`src/rtl/sram_ctrl_pkg.sv`:
```
package sram_ctrl_pkg;

  typedef enum logic [1:0] {
    ST_IDLE,
    ST_READ,
    ST_WRITE,
    ST_HOLD
  } seq_state_e;

  function automatic int unsigned max2(input int unsigned a, input int unsigned b);
    return (a > b) ? a : b;
  endfunction

endpackage

```
`src/rtl/sram_cycle_timer.sv`:
```
module sram_cycle_timer #(
  parameter int unsigned CNT_W = 4
) (
  input  logic             clk_i,
  input  logic             rst_ni,
  input  logic             load_i,
  input  logic [CNT_W-1:0] load_val_i,
  output logic [CNT_W-1:0] cnt_next_o,
  output logic             zero_o
);

  logic [CNT_W-1:0] cnt_q;

  always_comb begin
    if (load_i)             cnt_next_o = load_val_i;
    else if (cnt_q != '0)   cnt_next_o = cnt_q - 1'b1;
    else                    cnt_next_o = cnt_q;
  end

  always_ff @(posedge clk_i or negedge rst_ni) begin
    if (!rst_ni) cnt_q <= '0;
    else         cnt_q <= cnt_next_o;
  end

  assign zero_o = (cnt_q == '0);

endmodule

```
`src/rtl/sram_strobe_seq.sv`:
```
module sram_strobe_seq
  import sram_ctrl_pkg::*;
#(
  parameter int unsigned RD_LEN  = 4,
  parameter int unsigned WR_LEN  = 5,
  parameter int unsigned DRV_AT  = 2,
  parameter bit          OE_PARK = 1'b1,
  parameter int unsigned CNT_W   = 3
) (
  input  logic clk_i,
  input  logic rst_ni,
  input  logic req_i,
  input  logic wr_i,
  input  logic cet_i,
  output logic busy_o,
  output logic accept_o,
  output logic capture_o,
  output logic ce_n_o,
  output logic oe_n_o,
  output logic we_n_o,
  output logic dq_oe_o
);

  seq_state_e       state_q, state_d;
  logic             wr_q, wr_d, cet_q, cet_d;
  logic             load;
  logic [CNT_W-1:0] load_val, cnt_d;
  logic             zero;
  logic             ce_n_d, oe_n_d, we_n_d, dq_oe_d;
  logic             ce_n_q, oe_n_q, we_n_q, dq_oe_q;

  sram_cycle_timer #(.CNT_W(CNT_W)) u_timer (
    .clk_i      (clk_i),
    .rst_ni     (rst_ni),
    .load_i     (load),
    .load_val_i (load_val),
    .cnt_next_o (cnt_d),
    .zero_o     (zero)
  );

  always_comb begin
    state_d   = state_q;
    wr_d      = wr_q;
    cet_d     = cet_q;
    load      = 1'b0;
    load_val  = '0;
    accept_o  = 1'b0;
    capture_o = 1'b0;
    unique case (state_q)
      ST_IDLE: if (req_i) begin
        accept_o = 1'b1;
        wr_d     = wr_i;
        cet_d    = cet_i;
        load     = 1'b1;
        load_val = wr_i ? CNT_W'(WR_LEN - 1) : CNT_W'(RD_LEN - 1);
        state_d  = wr_i ? ST_WRITE : ST_READ;
      end
      ST_READ: if (zero) begin
        capture_o = 1'b1;
        state_d   = ST_HOLD;
      end
      ST_WRITE: if (zero) state_d = ST_HOLD;
      ST_HOLD:  state_d = ST_IDLE;
      default:  state_d = ST_IDLE;
    endcase
  end

  // non-terminating strobe lingers one cycle in the hold state
  assign ce_n_d  = !((state_d == ST_READ) || (state_d == ST_WRITE) ||
                     ((state_d == ST_HOLD) && wr_d && !cet_d));
  assign we_n_d  = !((state_d == ST_WRITE) || ((state_d == ST_HOLD) && wr_d && cet_d));
  assign dq_oe_d = (state_d == ST_WRITE) && (cnt_d <= CNT_W'(DRV_AT));

  generate
    if (OE_PARK) begin : g_oe_park
      assign oe_n_d = (state_d == ST_HOLD) && wr_d;
    end else begin : g_oe_read_only
      assign oe_n_d = (state_d != ST_READ);
    end
  endgenerate

  always_ff @(posedge clk_i or negedge rst_ni) begin
    if (!rst_ni) begin
      state_q <= ST_IDLE;
      wr_q    <= 1'b0;
      cet_q   <= 1'b0;
      ce_n_q  <= 1'b1;
      oe_n_q  <= !OE_PARK;
      we_n_q  <= 1'b1;
      dq_oe_q <= 1'b0;
    end else begin
      state_q <= state_d;
      wr_q    <= wr_d;
      cet_q   <= cet_d;
      ce_n_q  <= ce_n_d;
      oe_n_q  <= oe_n_d;
      we_n_q  <= we_n_d;
      dq_oe_q <= dq_oe_d;
    end
  end

  assign busy_o  = (state_q != ST_IDLE);
  assign ce_n_o  = ce_n_q;
  assign oe_n_o  = oe_n_q;
  assign we_n_o  = we_n_q;
  assign dq_oe_o = dq_oe_q;


  idle_quiet_chk: assert property (@(posedge clk_i) disable iff (!rst_ni)
    (state_q == ST_IDLE) |-> (ce_n_q && we_n_q && !dq_oe_q));


  drv_in_write_chk: assert property (@(posedge clk_i) disable iff (!rst_ni)
    dq_oe_q |-> (!we_n_q && !ce_n_q));


  read_levels_chk: assert property (@(posedge clk_i) disable iff (!rst_ni)
    (state_q == ST_READ) |-> (we_n_q && !ce_n_q && !oe_n_q));


  we_term_chk: assert property (@(posedge clk_i) disable iff (!rst_ni)
    ($rose(we_n_q) && wr_q && !cet_q) |-> !ce_n_q);


  ce_term_chk: assert property (@(posedge clk_i) disable iff (!rst_ni)
    ($rose(ce_n_q) && wr_q && cet_q) |-> !we_n_q);

  generate
    if (OE_PARK) begin : g_turn_chk

      turn_gap_chk: assert property (@(posedge clk_i) disable iff (!rst_ni)
        $fell(we_n_q) |-> !dq_oe_q);
    end
  endgenerate

endmodule

```
`src/rtl/sram_data_path.sv`:
```
module sram_data_path #(
  parameter int unsigned ADDR_W = 19,
  parameter int unsigned DATA_W = 8
) (
  input  logic              clk_i,
  input  logic              rst_ni,
  input  logic              accept_i,
  input  logic [ADDR_W-1:0] addr_i,
  input  logic [DATA_W-1:0] wdata_i,
  input  logic              capture_i,
  input  logic [DATA_W-1:0] mem_dq_i,
  output logic [ADDR_W-1:0] addr_o,
  output logic [DATA_W-1:0] wdata_o,
  output logic [DATA_W-1:0] rdata_o,
  output logic              rvalid_o
);

  always_ff @(posedge clk_i or negedge rst_ni) begin
    if (!rst_ni) begin
      addr_o  <= '0;
      wdata_o <= '0;
    end else if (accept_i) begin
      addr_o  <= addr_i;
      wdata_o <= wdata_i;
    end
  end

  always_ff @(posedge clk_i or negedge rst_ni) begin
    if (!rst_ni) begin
      rdata_o  <= '0;
      rvalid_o <= 1'b0;
    end else begin
      rvalid_o <= capture_i;
      if (capture_i) rdata_o <= mem_dq_i;
    end
  end


  rvalid_pulse_chk: assert property (@(posedge clk_i) disable iff (!rst_ni)
    rvalid_o |=> !rvalid_o);

endmodule

```
`src/rtl/sram_ctrl.sv`:
```
module sram_ctrl
  import sram_ctrl_pkg::*;
#(
  parameter int unsigned ADDR_W     = 19,
  parameter int unsigned DATA_W     = 8,
  parameter int unsigned T_ADDR_ACC = 3,
  parameter int unsigned T_CE_ACC   = 3,
  parameter int unsigned T_OE_ACC   = 2,
  parameter int unsigned T_RD_CYCLE = 4,
  parameter int unsigned T_WR_PULSE = 3,
  parameter int unsigned T_TURN     = 2,
  parameter bit          OE_PARK    = 1'b1
) (
  input  logic              clk_i,
  input  logic              rst_ni,
  input  logic              req_i,
  input  logic              req_wr_i,
  input  logic [ADDR_W-1:0] req_addr_i,
  input  logic [DATA_W-1:0] req_wdata_i,
  input  logic              ce_end_i,
  output logic              busy_o,
  output logic [DATA_W-1:0] rdata_o,
  output logic              rvalid_o,
  output logic [ADDR_W-1:0] sram_addr_o,
  output logic              sram_ce_no,
  output logic              sram_oe_no,
  output logic              sram_we_no,
  output logic [DATA_W-1:0] sram_dq_o,
  output logic              sram_dq_oe_o,
  input  logic [DATA_W-1:0] sram_dq_i
);

  localparam int unsigned RD_LEN   = max2(max2(T_ADDR_ACC, T_CE_ACC), max2(T_OE_ACC, T_RD_CYCLE));
  localparam int unsigned TURN_EFF = OE_PARK ? T_TURN : 0;
  localparam int unsigned WR_LEN   = TURN_EFF + T_WR_PULSE;
  localparam int unsigned DRV_AT   = T_WR_PULSE - 1;
  localparam int unsigned CNT_W    = $clog2(max2(RD_LEN, WR_LEN) + 1);

  logic accept, capture;

  sram_strobe_seq #(
    .RD_LEN  (RD_LEN),
    .WR_LEN  (WR_LEN),
    .DRV_AT  (DRV_AT),
    .OE_PARK (OE_PARK),
    .CNT_W   (CNT_W)
  ) u_seq (
    .clk_i     (clk_i),
    .rst_ni    (rst_ni),
    .req_i     (req_i),
    .wr_i      (req_wr_i),
    .cet_i     (ce_end_i),
    .busy_o    (busy_o),
    .accept_o  (accept),
    .capture_o (capture),
    .ce_n_o    (sram_ce_no),
    .oe_n_o    (sram_oe_no),
    .we_n_o    (sram_we_no),
    .dq_oe_o   (sram_dq_oe_o)
  );

  sram_data_path #(
    .ADDR_W (ADDR_W),
    .DATA_W (DATA_W)
  ) u_dp (
    .clk_i     (clk_i),
    .rst_ni    (rst_ni),
    .accept_i  (accept),
    .addr_i    (req_addr_i),
    .wdata_i   (req_wdata_i),
    .capture_i (capture),
    .mem_dq_i  (sram_dq_i),
    .addr_o    (sram_addr_o),
    .wdata_o   (sram_dq_o),
    .rdata_o   (rdata_o),
    .rvalid_o  (rvalid_o)
  );


  addr_hold_chk: assert property (@(posedge clk_i) disable iff (!rst_ni)
    (busy_o && $past(busy_o)) |-> ($stable(sram_addr_o) && $stable(sram_dq_o)));


  no_start_busy_chk: assert property (@(posedge clk_i) disable iff (!rst_ni)
    (busy_o && !$past(busy_o)) |-> ($past(sram_ce_no) && $past(sram_we_no)));

endmodule

```
`config.mk`:
```
export PLATFORM = sky130hd
export DESIGN_NAME = sram_ctrl
export DESIGN_NICKNAME = d
export VERILOG_FILES = /design/src/rtl/sram_ctrl_pkg.sv /design/src/rtl/sram_cycle_timer.sv /design/src/rtl/sram_strobe_seq.sv /design/src/rtl/sram_data_path.sv /design/src/rtl/sram_ctrl.sv
export SDC_FILE = /design/constraint.sdc
export NUM_CORES = 1
export LEC_CHECK = 0
export ABC_CLOCK_PERIOD_IN_PS = 2900
export BUFFER_PORTS_ARGS = -buffer_cell sky130_fd_sc_hd__buf_2
export CORE_MARGIN = 8
export CORE_UTILIZATION = 54
export CTS_BUF_LIST = sky130_fd_sc_hd__clkbuf_2
export DETAILED_ROUTE_END_ITERATION = 10
export PLACE_DENSITY = 0.86
export SYNTH_ARGS = -nofsm -noshare
export SYNTH_HDL_FRONTEND = slang
export SYNTH_SLANG_ARGS = --single-unit
```
`constraint.sdc`:
```
create_clock -name clk_i -period 2.9 [get_ports clk_i]
set_input_delay 0.435 -clock clk_i [delete_from_list [all_inputs] [get_ports clk_i]]
set_output_delay 0.435 -clock clk_i [all_outputs]
set_load 0.005 [all_outputs]
```
==> impl_metrics.ini, run 1 <==
[pwr]
p_sw_w = 0.000886
comb_power_share_pct = 46.9
swShare_pct = 33.1
p_int_w = 0.00179
total_leakage_power_nw = 1.36
clkPwrFrac_pct = 9.7
power_density_nw_per_um2 = 1060
seqPwrFrac_pct = 43.4
ir_drop_v = 0.000510
total_power_w = 0.00268

[critical_path]
cp_cell_sequence = inv_1, ha_1, nand2_2, mux2_4
r2r_end = u_dp.addr_o[16]$_DFFE_PN0N_
critical_path_arrival_ps = 2340
crit_path_end_kind = register
max_stage_delay_ps = 580
worstSetupStartpointType = register
crit_slowest_cell = nand2_2
cp-endpoint = u_dp.addr_o[16]$_DFFE_PN0N_
path_max_fanout = 31
crit_buf_inv = 1
path_delay_family = simple AND/OR/NAND/NOR gates
rrSetupSlack_ps = 870
crit_path_start = u_seq.state_q[0]$_DFF_PN0_
critPathKind = reg2reg
timing.rr.start = u_seq.state_q[0]$_DFF_PN0_
cp_num_cells = 4
crit_required_ps = 3210
r2r_cells = 4

[yosys]
async_reset_ff_share_pct = 100
synth_most_common_cell = dfrtp_1
syn_area_per_cell_um2 = 15.3
synth_common_cells = dfrtp_1 (45), mux2_4 (27), mux2_2 (11)
synthCells = 136
synth_edf_count = 0
synthTopCellsByArea = dfrtp_1 (54%), mux2_4 (20%), mux2_2 (6.0%)
yosys_register_bits = 47
ys.flop_type = dfrtp_1
synth_area_um2 = 2070
yosysSeqAreaShare_pct = 56.8
yosysTopAreaCell = dfrtp_1
synth_cell_type_count = 30
yosys.area.top_type_share_pct = 54.3
yosysWarningCount = 0
synth.net_count = 183

[clock_tree]
clkTransAtPathRegs_ps = 230
clock-sinks = 47
cts_tree = done
cts-hold-fix-buffers = 0
clock_latency_ps = 400
clockBufferDepth = 2
h-tree-depth = 2
cts_resized = 0
cts-root-buf = clkbuf_2
post_cts_buffers = 0
cts_buffers = 5

[final_layout]
fin_area_um2 = 2530
syn_to_final_growth_pct = 22.1
diodes = 0
nets = 266
final_cells = 268
layout-drive-gt1-share_pct = 60.5

[floorplanning]
std_cell_rows = 22
ios = 81
dieArea_um2 = 6080
core-area_um2 = 3690
die_x_um = 78.0
initial_core_util_pct = 56.2
dieHeight_um = 78.0

[global_routing]
grt_pass1_vias = 1491
overflow = 0
antenna_found_initial = 0
grt_max_degree = 48
grtUsageTotal_pct = 14.6
grt_pass1_wl_mm = 7.11

[timing]
slew_violations = 0
fin_skew_ps = 18.3
fin_setup_tns_ps = 0
timing.hold.ws_ps = 147
hold_viol = 0
rsz0062_at_grt = no
max_freq_ghz = 0.493
finalCritPeriodShare_pct = 70.0
relSlewSlack_pct = 34.9
layout_min_cycle_time_ps = 2030
tightest_slew_ps = 974
setup_viol = 0

[route]
drtIter0Drc = 54
drtAntennaViolNets = 0
drt-pass1-iter-count = 3
wirelength_mm = 4.36
wire_per_inst_um = 16.3
num_vias = 1360
post-route-drc-count = 0
via_per_inst = 5.07

[placed_design]
port_buffers = 80
place_inst = 260
dpl.hpwl_mm = 3.32
gp_congestion = 0.764
placed_area_um2 = 2490

[status]
status = finished, final reports clean

[flow_run]
cap_viol_max_count = 0

[min_path]
worstHoldPathType = in2async
## logic make-up (layout without fill, tap and decap cells)
kind of cell / Yosys count / after routing / synth area share [%]
AO/OA/AOI/OAI: 12 / 12 / 3.92
XOR/XNOR: 1 / 1 / 0.422
adder cells (fa/ha/maj): 7 / 7 / 4.22
buffers and inverters: 10 / 94 / 3.26
flip-flops: 47 / 47 / 56.8
multiplexers: 38 / 38 / 25.5
AND/OR/NAND/NOR: 21 / 21 / 5.85
## worst min path at each step
stage	from	endpoint	slack, ps
after floorplan	rst_ni	u_dp.addr_o[0]$_DFFE_PN0N_	140
after global placement	u_dp.rdata_o[6]$_DFFE_PN0P_	u_dp.rdata_o[6]$_DFFE_PN0P_	480
after detailed placement	u_dp.addr_o[6]$_DFFE_PN0N_	u_dp.addr_o[6]$_DFFE_PN0N_	490
after CTS	rst_ni	u_seq.oe_n_o$_DFF_PN0_	160
after global routing	rst_ni	u_dp.wdata_o[4]$_DFFE_PN0N_	180
final	rst_ni	u_dp.wdata_o[2]$_DFFE_PN0N_	150
## final cells by class
class | count | area [um^2]
clock buffer | 6 | 30.0
sequential | 47 | 1180
inverter | 6 | 22.5
tap | 48 | 60.1
fill | 263 | 1160
timing repair buffer | 80 | 400
clock inverter | 2 | 12.5
multi-input combinational | 79 | 828
## power by group through the flow
stage                     sequential [W]  clock, W  combinational, W
final                            0.00116  0.000260           0.00125
after global routing             0.00120  0.000301           0.00137
after CTS                        0.00116  0.000273           0.00128
after detailed placement         0.00117         0           0.00127
after global placement           0.00116         0           0.00123
after floorplan                  0.00118         0          0.000800
## sequential cells by signal, summed over array words and instances, names as in the netlist, 2 cells and up
register / cells
u_dp.wdata_o: 8
u_dp.addr_o: 19
u_dp.rdata_o: 8
u_seq.u_timer.cnt_q: 3
u_seq.state_q: 2
## routing by layer
metal | part of all wire [%] | routed length, um | track usage [%] | vias to the layer above
li1 | - | - | - | 640
met1 | 45 | 1950 | 17.2 | 649
met2 | 43 | 1860 | 22.6 | 65
met3 | 12 | 504 | 8.29 | 6
met4 | 0.83 | 36 | 3.15 | 0
met5 | 0 | 0 | 0 | -
## cells in the final DEF (no fill, tap or decap), drive strengths merged, types with 2 or more instances in the layout
| cell | instances |
|---|---|
| mux2 | 38 |
| nor2b | 2 |
| nand3 | 2 |
| dfstp | 2 |
| inv | 6 |
| dfrtp | 45 |
| ha | 7 |
| a21o | 2 |
| and2 | 2 |
| nand2 | 5 |
| buf | 80 |
| clkbuf | 6 |
| nor2 | 3 |
| o21ai | 4 |
## through the flow
stage | utilization [%] | setup slack (ps)
4_1_cts | 68.7 | 859
5_1_grt | 68.7 | 727
3_5_place_dp | 67.5 | 913
2_1_floorplan | - | 1040
6_report | 68.7 | 871
3_3_place_gp | 67.5 | 982
Note: power is estimated with default switching activity, not from simulation.
==> inputs of run 2 (changes only) <==
--- a/config.mk
+++ b/config.mk
@@ -5,13 +5,14 @@
 export SDC_FILE = /design/constraint.sdc
 export NUM_CORES = 1
 export LEC_CHECK = 0
-export ABC_CLOCK_PERIOD_IN_PS = 2900
+export ABC_AREA = 1
+export ABC_CLOCK_PERIOD_IN_PS = 1900
 export BUFFER_PORTS_ARGS = -buffer_cell sky130_fd_sc_hd__buf_2
 export CORE_MARGIN = 8
-export CORE_UTILIZATION = 54
+export CORE_UTILIZATION = 49
 export CTS_BUF_LIST = sky130_fd_sc_hd__clkbuf_2
 export DETAILED_ROUTE_END_ITERATION = 10
-export PLACE_DENSITY = 0.86
+export PLACE_DENSITY = 0.8
 export SYNTH_ARGS = -nofsm -noshare
 export SYNTH_HDL_FRONTEND = slang
 export SYNTH_SLANG_ARGS = --single-unit
==> constraint.sdc (replaced) <==
create_clock -name clk_i -period 1.9 [get_ports clk_i]
set_input_delay 0.285 -clock clk_i [delete_from_list [all_inputs] [get_ports clk_i]]
set_output_delay 0.285 -clock clk_i [all_outputs]
set_load 0.005 [all_outputs]
==> run 2 against run 1 <==
Clock power grew 56%; die area grew 4.6%; synthesized cell count grew 61%; highest routed layer unchanged; design area shrank 1.8%; sequential share of layout area grew 0.84 points; via count grew 21%.
==> impl_metrics.ini, run 2 <==
[timing]
hold_viol = 0
fin_skew_ps = 7.99
fin_ws_ps = 195
slew_violations = 0
tightest_slew_ps = 535
relSlewSlack_pct = 64.3
max_freq_ghz = 0.587
finalCritPeriodShare_pct = 89.7
fin_setup_tns_ps = 0
setup_viol = 0
rsz0062_at_grt = no
layout_min_cycle_time_ps = 1700

[pwr]
p_int_w = 0.00226
ir_drop_v = 0.000776
p_sw_w = 0.00146
total_leakage_power_nw = 1.51
seqPwrFrac_pct = 45.7
power_density_nw_per_um2 = 1500
clkPwrFrac_pct = 10.9
swShare_pct = 39.3
comb_power_share_pct = 43.4

[critical_path]
rrSetupSlack_ps = 200
max_stage_delay_ps = 420
critPathKind = reg2reg
cp-endpoint = u_seq.we_n_o$_DFF_PN1_
critical_path_arrival_ps = 2080
r2r_cells = 10
crit_top_cell = inv_1
crit_slowest_cell = dfrtp_1
timing.rr.start = u_seq.state_q[0]$_DFF_PN0_
crit_path_end_kind = register
crit_required_ps = 2270
r2r_end = u_seq.we_n_o$_DFF_PN1_
crit_path_start = u_seq.state_q[0]$_DFF_PN0_
path_max_fanout = 3
worstSetupStartpointType = register
cp_cell_sequence = inv_1, ha_1, inv_1, nand2_1, o21bai_1, o21ai_1, inv_1, ha_1, o21bai_1, inv_1

[yosys]
syn_area_per_cell_um2 = 9.09
synth_xor_xnor_area_share_pct = 0.440
yosysSeqAreaShare_pct = 59.2
yosysWarningCount = 0
synth.net_count = 266
ys.flop_type = dfrtp_1
yosys_register_bits = 47
yosys.area.top_type_share_pct = 56.6
synthAdderAreaFrac_pct = 4.40
synth_edf_count = 0
synth_compound_area_share_pct = 2.58
yosysTopAreaCell = dfrtp_1
synthTopCellsByArea = dfrtp_1 (57%), nand2_1 (22%), ha_1 (4.4%)
synthSimpleGateAreaFrac_pct = 25.9
synth_common_cells = nand2_1 (115), dfrtp_1 (45), inv_1 (16)
synth_top_family_by_area = simple AND/OR/NAND/NOR gates
synth.area.mux_share_pct = 0
async_reset_ff_share_pct = 100
synth_area_um2 = 1990
synth_cell_type_count = 19
synth_most_common_cell = nand2_1
synthCells = 219

[route]
post-route-drc-count = 0
drtIter0Drc = 76
drt-pass1-iter-count = 4
wirelength_mm = 4.61
via_per_inst = 4.61
num_vias = 1647
drtAntennaViolNets = 0
wire_per_inst_um = 12.9

[floorplanning]
dieArea_um2 = 6360
std_cell_rows = 23
die_x_um = 79.7
ios = 81
initial_core_util_pct = 50.5
core-area_um2 = 3940
dieHeight_um = 79.7

[final_layout]
seq_area_um2 = 1180
num-fill-cells = 344
layout_commonest_cell = nand2_1
layout-drive-gt1-share_pct = 32.9
largest_reg_flops = 19
largest_registers = u_dp.addr_o (19), u_dp.rdata_o (8), u_dp.wdata_o (8)
utilization_pct = 63.1
multiInputGateArea_um2 = 663
regMostFlops = u_dp.addr_o
final_cells = 357
diodes = 0
nets = 353
syn_to_final_growth_pct = 25.0
final_cell_mix = nand2_1 (115), buf_2 (80), dfrtp_1 (45), inv_1 (16), ha_1 (7)

[placed_design]
place_ws_ps = 211
port_buffers = 80
gp_congestion = 0.769
place_inst = 346
dpl.hpwl_mm = 3.54

[clock_tree]
clockBufferDepth = 2
clock-sinks = 47
clock_latency_ps = 400
clkTransAtPathRegs_ps = 230
post_cts_buffers = 0
cts_buffers = 5
cts_tree = done
h-tree-depth = 2
cts-root-buf = clkbuf_2

[global_routing]
grt_pass1_vias = 1705
grtUsageTotal_pct = 14.9
overflow = 0
grt_pass1_wl_mm = 7.61
antenna_found_initial = 0
grt_max_degree = 26

[status]
status = finished, final reports clean

[flow_run]
cap_viol_max_count = 0

[min_path]
worstHoldPathType = in2reg
## run 2: final cells by class
| class | count | area share, % |
|---|---|---|
| repair buffers | 86 | 18.7 |
| clock inverters | 3 | 0.755 |
| flip-flops and latches | 47 | 47.4 |
| multi-input cells | 147 | 26.7 |
| clock buffers | 5 | 1.01 |
| well taps | 50 | 2.52 |
| inverters | 19 | 2.97 |
## run 2: worst min path at each step
| stage | end | from | cells after the start | slack, ps |
|---|---|---|---|---|
| floorplan | u_dp.addr_o[0]$_DFFE_PN0N_ | rst_ni | 0 | -10 |
| global placement | u_dp.wdata_o[7]$_DFFE_PN0N_ | rst_ni | 1 | 300 |
| detailed placement | u_dp.wdata_o[7]$_DFFE_PN0N_ | rst_ni | 1 | 300 |
| CTS | u_dp.rdata_o[2]$_DFFE_PN0P_ | sram_dq_i[2] | 3 | 10 |
| global route | u_dp.rdata_o[7]$_DFFE_PN0P_ | sram_dq_i[7] | 3 | 0.4 |
| finish | u_dp.rdata_o[2]$_DFFE_PN0P_ | sram_dq_i[2] | 3 | 50 |
## run 2: critical path, delay by kind of cell, from the launching register on
family	cells	cell delay, ps
compound gates	3	440
simple gates	1	80
fa+ha+maj	2	410
flops	1	420
buf+inv	4	310
## run 2: timing repair
item                                    4_1_cts  5_1_grt
gates resized for setup                       0        1
endpoints found under the setup margin        0        1
hold buffers                                  1        2
hold endpoints to repair                     20        2
## run 2: cells by family (layout without fill, tap and decap cells)
kind of cell               Yosys count  in the layout
buffers and inverters               25            113
AOI/OAI and AO/OA                    9              9
DFF                                 47             47
adders and majority gates            7              7
xor gates and xnor gates             1              1
and+or+nand+nor                    130            130
## run 2: through the flow
stage	hold slack [ps]	area, um^2	total power (W)
after detailed placement	296	2410	0.00336
after floorplan	-10.6	1990	0.00271
after global placement	300	2410	0.00328
after global routing	0.396	2490	0.00410
final	49.1	2490	0.00372
after CTS	12.8	2470	0.00378
## run 2: routing by layer
layer | part of all wire, % | vias up | track usage, %
li1 | - | 834 | -
met1 | 41 | 746 | 16.8
met2 | 47 | 63 | 24.9
met3 | 12 | 4 | 6.87
met4 | 0.69 | 0 | 4.00
met5 | 0 | - | 0
## run 2: power groups by stage
| stage | Clock [W] | Sequential [W] | Combinational, W |
|---|---|---|---|
| after floorplan | 0 | 0.00175 | 0.000957 |
| after global placement | 0 | 0.00170 | 0.00158 |
| after detailed placement | 0 | 0.00172 | 0.00164 |
| after CTS | 0.000427 | 0.00170 | 0.00165 |
| after global routing | 0.000477 | 0.00175 | 0.00187 |
| final | 0.000406 | 0.00170 | 0.00161 |
==> inputs of run 3 (changes only) <==
--- a/config.mk
+++ b/config.mk
@@ -12,6 +12,7 @@
 export CORE_UTILIZATION = 49
 export CTS_BUF_LIST = sky130_fd_sc_hd__clkbuf_2
 export DETAILED_ROUTE_END_ITERATION = 10
+export GPL_TIMING_DRIVEN = 0
 export PLACE_DENSITY = 0.8
 export SYNTH_ARGS = -nofsm -noshare
 export SYNTH_HDL_FRONTEND = slang
==> run 3 against run 2 <==
Sequential share of layout area shrank 0.12 points; global-route usage shrank 0.74 points; worst setup slack gained 3.4 ps; clock power shrank 4%; critical path type unchanged; clock skew grew 7.6 ps; worst hold slack lost 41 ps.
==> impl_metrics.ini, run 3 (synthesis results as in run 2) <==
[status]
status = finished, final reports clean

[floorplanning]
initial_core_util_pct = 50.5
dieArea_um2 = 6360
ios = 81
std_cell_rows = 23
core-area_um2 = 3940
dieHeight_um = 79.7
die_x_um = 79.7

[global_routing]
met3_usage_pct = 5.97
overflow = 0
grt_pass1_vias = 1586
busiest_layer = met2
grtUsageTotal_pct = 14.2
grt_pass1_wl_mm = 7.24
antenna_found_initial = 0
grt_use_met1_pct = 17.7
grt_max_degree = 48
met2_usage_pct = 22.0

[final_layout]
final_cell_mix = nand2_1 (115), buf_2 (80), dfrtp_1 (45), inv_1 (16)
largest_registers = u_dp.addr_o (19), u_dp.rdata_o (8), u_dp.wdata_o (8)
nets = 353
largest_reg_flops = 19
num-fill-cells = 339
layout-drive-gt1-share_pct = 33.9
layout_commonest_cell = nand2_1
syn_to_final_growth_pct = 25.3
regMostFlops = u_dp.addr_o
diodes = 0
final_cells = 357

[clock_tree]
cts-hold-fix-buffers = 0
cts_buffers = 5
clock-sinks = 47
post_cts_buffers = 0
cts_tree = done
clkTransAtPathRegs_ps = 210
cts-root-buf = clkbuf_2
cts_resized = 0
clock_latency_ps = 400
h-tree-depth = 2
clockBufferDepth = 2

[placed_design]
dpl.hpwl_mm = 3.37
place_inst = 349
gp_congestion = 0.730
port_buffers = 80
place_ws_ps = 221

[critical_path]
crit_path_end_kind = register
timing.rr.start = u_seq.state_q[1]$_DFF_PN0_
rrSetupSlack_ps = 200
critPathKind = reg2reg
crit_path_start = u_seq.state_q[1]$_DFF_PN0_
worstSetupStartpointType = register
path_max_fanout = 3
critical_path_arrival_ps = 2060
crit_required_ps = 2260
cp-endpoint = u_seq.ce_n_o$_DFF_PN1_
r2r_cells = 9
r2r_end = u_seq.ce_n_o$_DFF_PN1_

[min_path]
worstHoldPathType = in2async

[pwr]
total_leakage_power_nw = 1.52
p_int_w = 0.00233
p_sw_w = 0.00143
swShare_pct = 38.0
ir_drop_v = 0.000856
seqPwrFrac_pct = 45.0
clkPwrFrac_pct = 10.4
comb_power_share_pct = 44.6
power_density_nw_per_um2 = 1510

[route]
drtAntennaViolNets = 0
via_per_inst = 4.47
wire_per_inst_um = 12.3
post-route-drc-count = 0
num_vias = 1595
drtIter0Drc = 69
wirelength_mm = 4.39
drt-pass1-iter-count = 6

[timing]
relSlewSlack_pct = 34.5
timing.hold.ws_ps = 7.66
tightest_slew_ps = 982
fin_setup_tns_ps = 0
fin_skew_ps = 15.5
fin_ws_ps = 198
rsz0062_at_grt = no
layout_min_cycle_time_ps = 1700
hold_viol = 0
max_freq_ghz = 0.588
setup_viol = 0
finalCritPeriodShare_pct = 89.6
slew_violations = 0

[flow_run]
cap_viol_max_count = 0
## run 3: cell count changes in the layout (fill, tap and decap cells not counted)
cell,before,now
inv_6,1,0
o21ai_1,3,2
o21ai_0,2,3
buf_12,1,0
dlygate4sd3_1,3,0
buf_4,2,0
clkbuf_2,5,7
buf_6,0,4
buf_8,0,2
clkinv_2,2,1
## run 3: how the worst min path moves through the flow
stage          cells after the start                         from  slack (ps)                     endpoint
3_3_place_gp                       2   u_dp.addr_o[6]$_DFFE_PN0N_         460   u_dp.addr_o[6]$_DFFE_PN0N_
2_1_floorplan                      0                       rst_ni         -10   u_dp.addr_o[0]$_DFFE_PN0N_
3_5_place_dp                       2  u_dp.addr_o[12]$_DFFE_PN0N_         460  u_dp.addr_o[12]$_DFFE_PN0N_
5_1_grt                            3               req_addr_i[10]          10  u_dp.addr_o[10]$_DFFE_PN0N_
6_report                           1                       rst_ni           8   u_dp.addr_o[8]$_DFFE_PN0N_
4_1_cts                            3                 sram_dq_i[6]          20  u_dp.rdata_o[6]$_DFFE_PN0P_
## run 3: layer usage
layer,share of wire (%),routed length [um]
met2,44,1930
met4,0.93,41
met1,43,1890
met3,12,537
met5,0,0
## run 3: power by group through the flow
stage	logic (W)	clock network, W	registers [W]
global route	0.00193	0.000461	0.00176
global placement	0.00165	0	0.00170
floorplan	0.000957	0	0.00175
finish	0.00168	0.000389	0.00169
detailed placement	0.00172	0	0.00172
CTS	0.00172	0.000416	0.00169
## run 3: final cells by class
class	count	area (um^2)	area share, %
Clock inverter	1	5.00	0.201
Multi-Input combinational cell	147	663	26.6
Buffer	6	75.1	3.01
Sequential cell	47	1180	47.3
Tap cell	50	62.6	2.51
Clock buffer	7	35.0	1.40
Inverter	19	73.8	2.96
Timing Repair Buffer	80	400	16.1
## run 3: worst max-delay path: stages, from the launching register on
cell and delay, ps:
dfrtp_1 420, inv_1 90, ha_1 280, nand2_1 60, o21bai_1 140, o21ai_0 150
inv_1 80, ha_1 310, o21ai_1 80, inv_1 50
## run 3: metrics by stage
step / total power, W / cell area (um^2) / util [%]
2_1_floorplan: 0.00271 / 1990 / -
3_3_place_gp: 0.00335 / 2450 / 62.2
3_5_place_dp: 0.00343 / 2450 / 62.2
4_1_cts: 0.00383 / 2490 / 63.2
5_1_grt: 0.00415 / 2490 / 63.2
6_report: 0.00376 / 2490 / 63.2
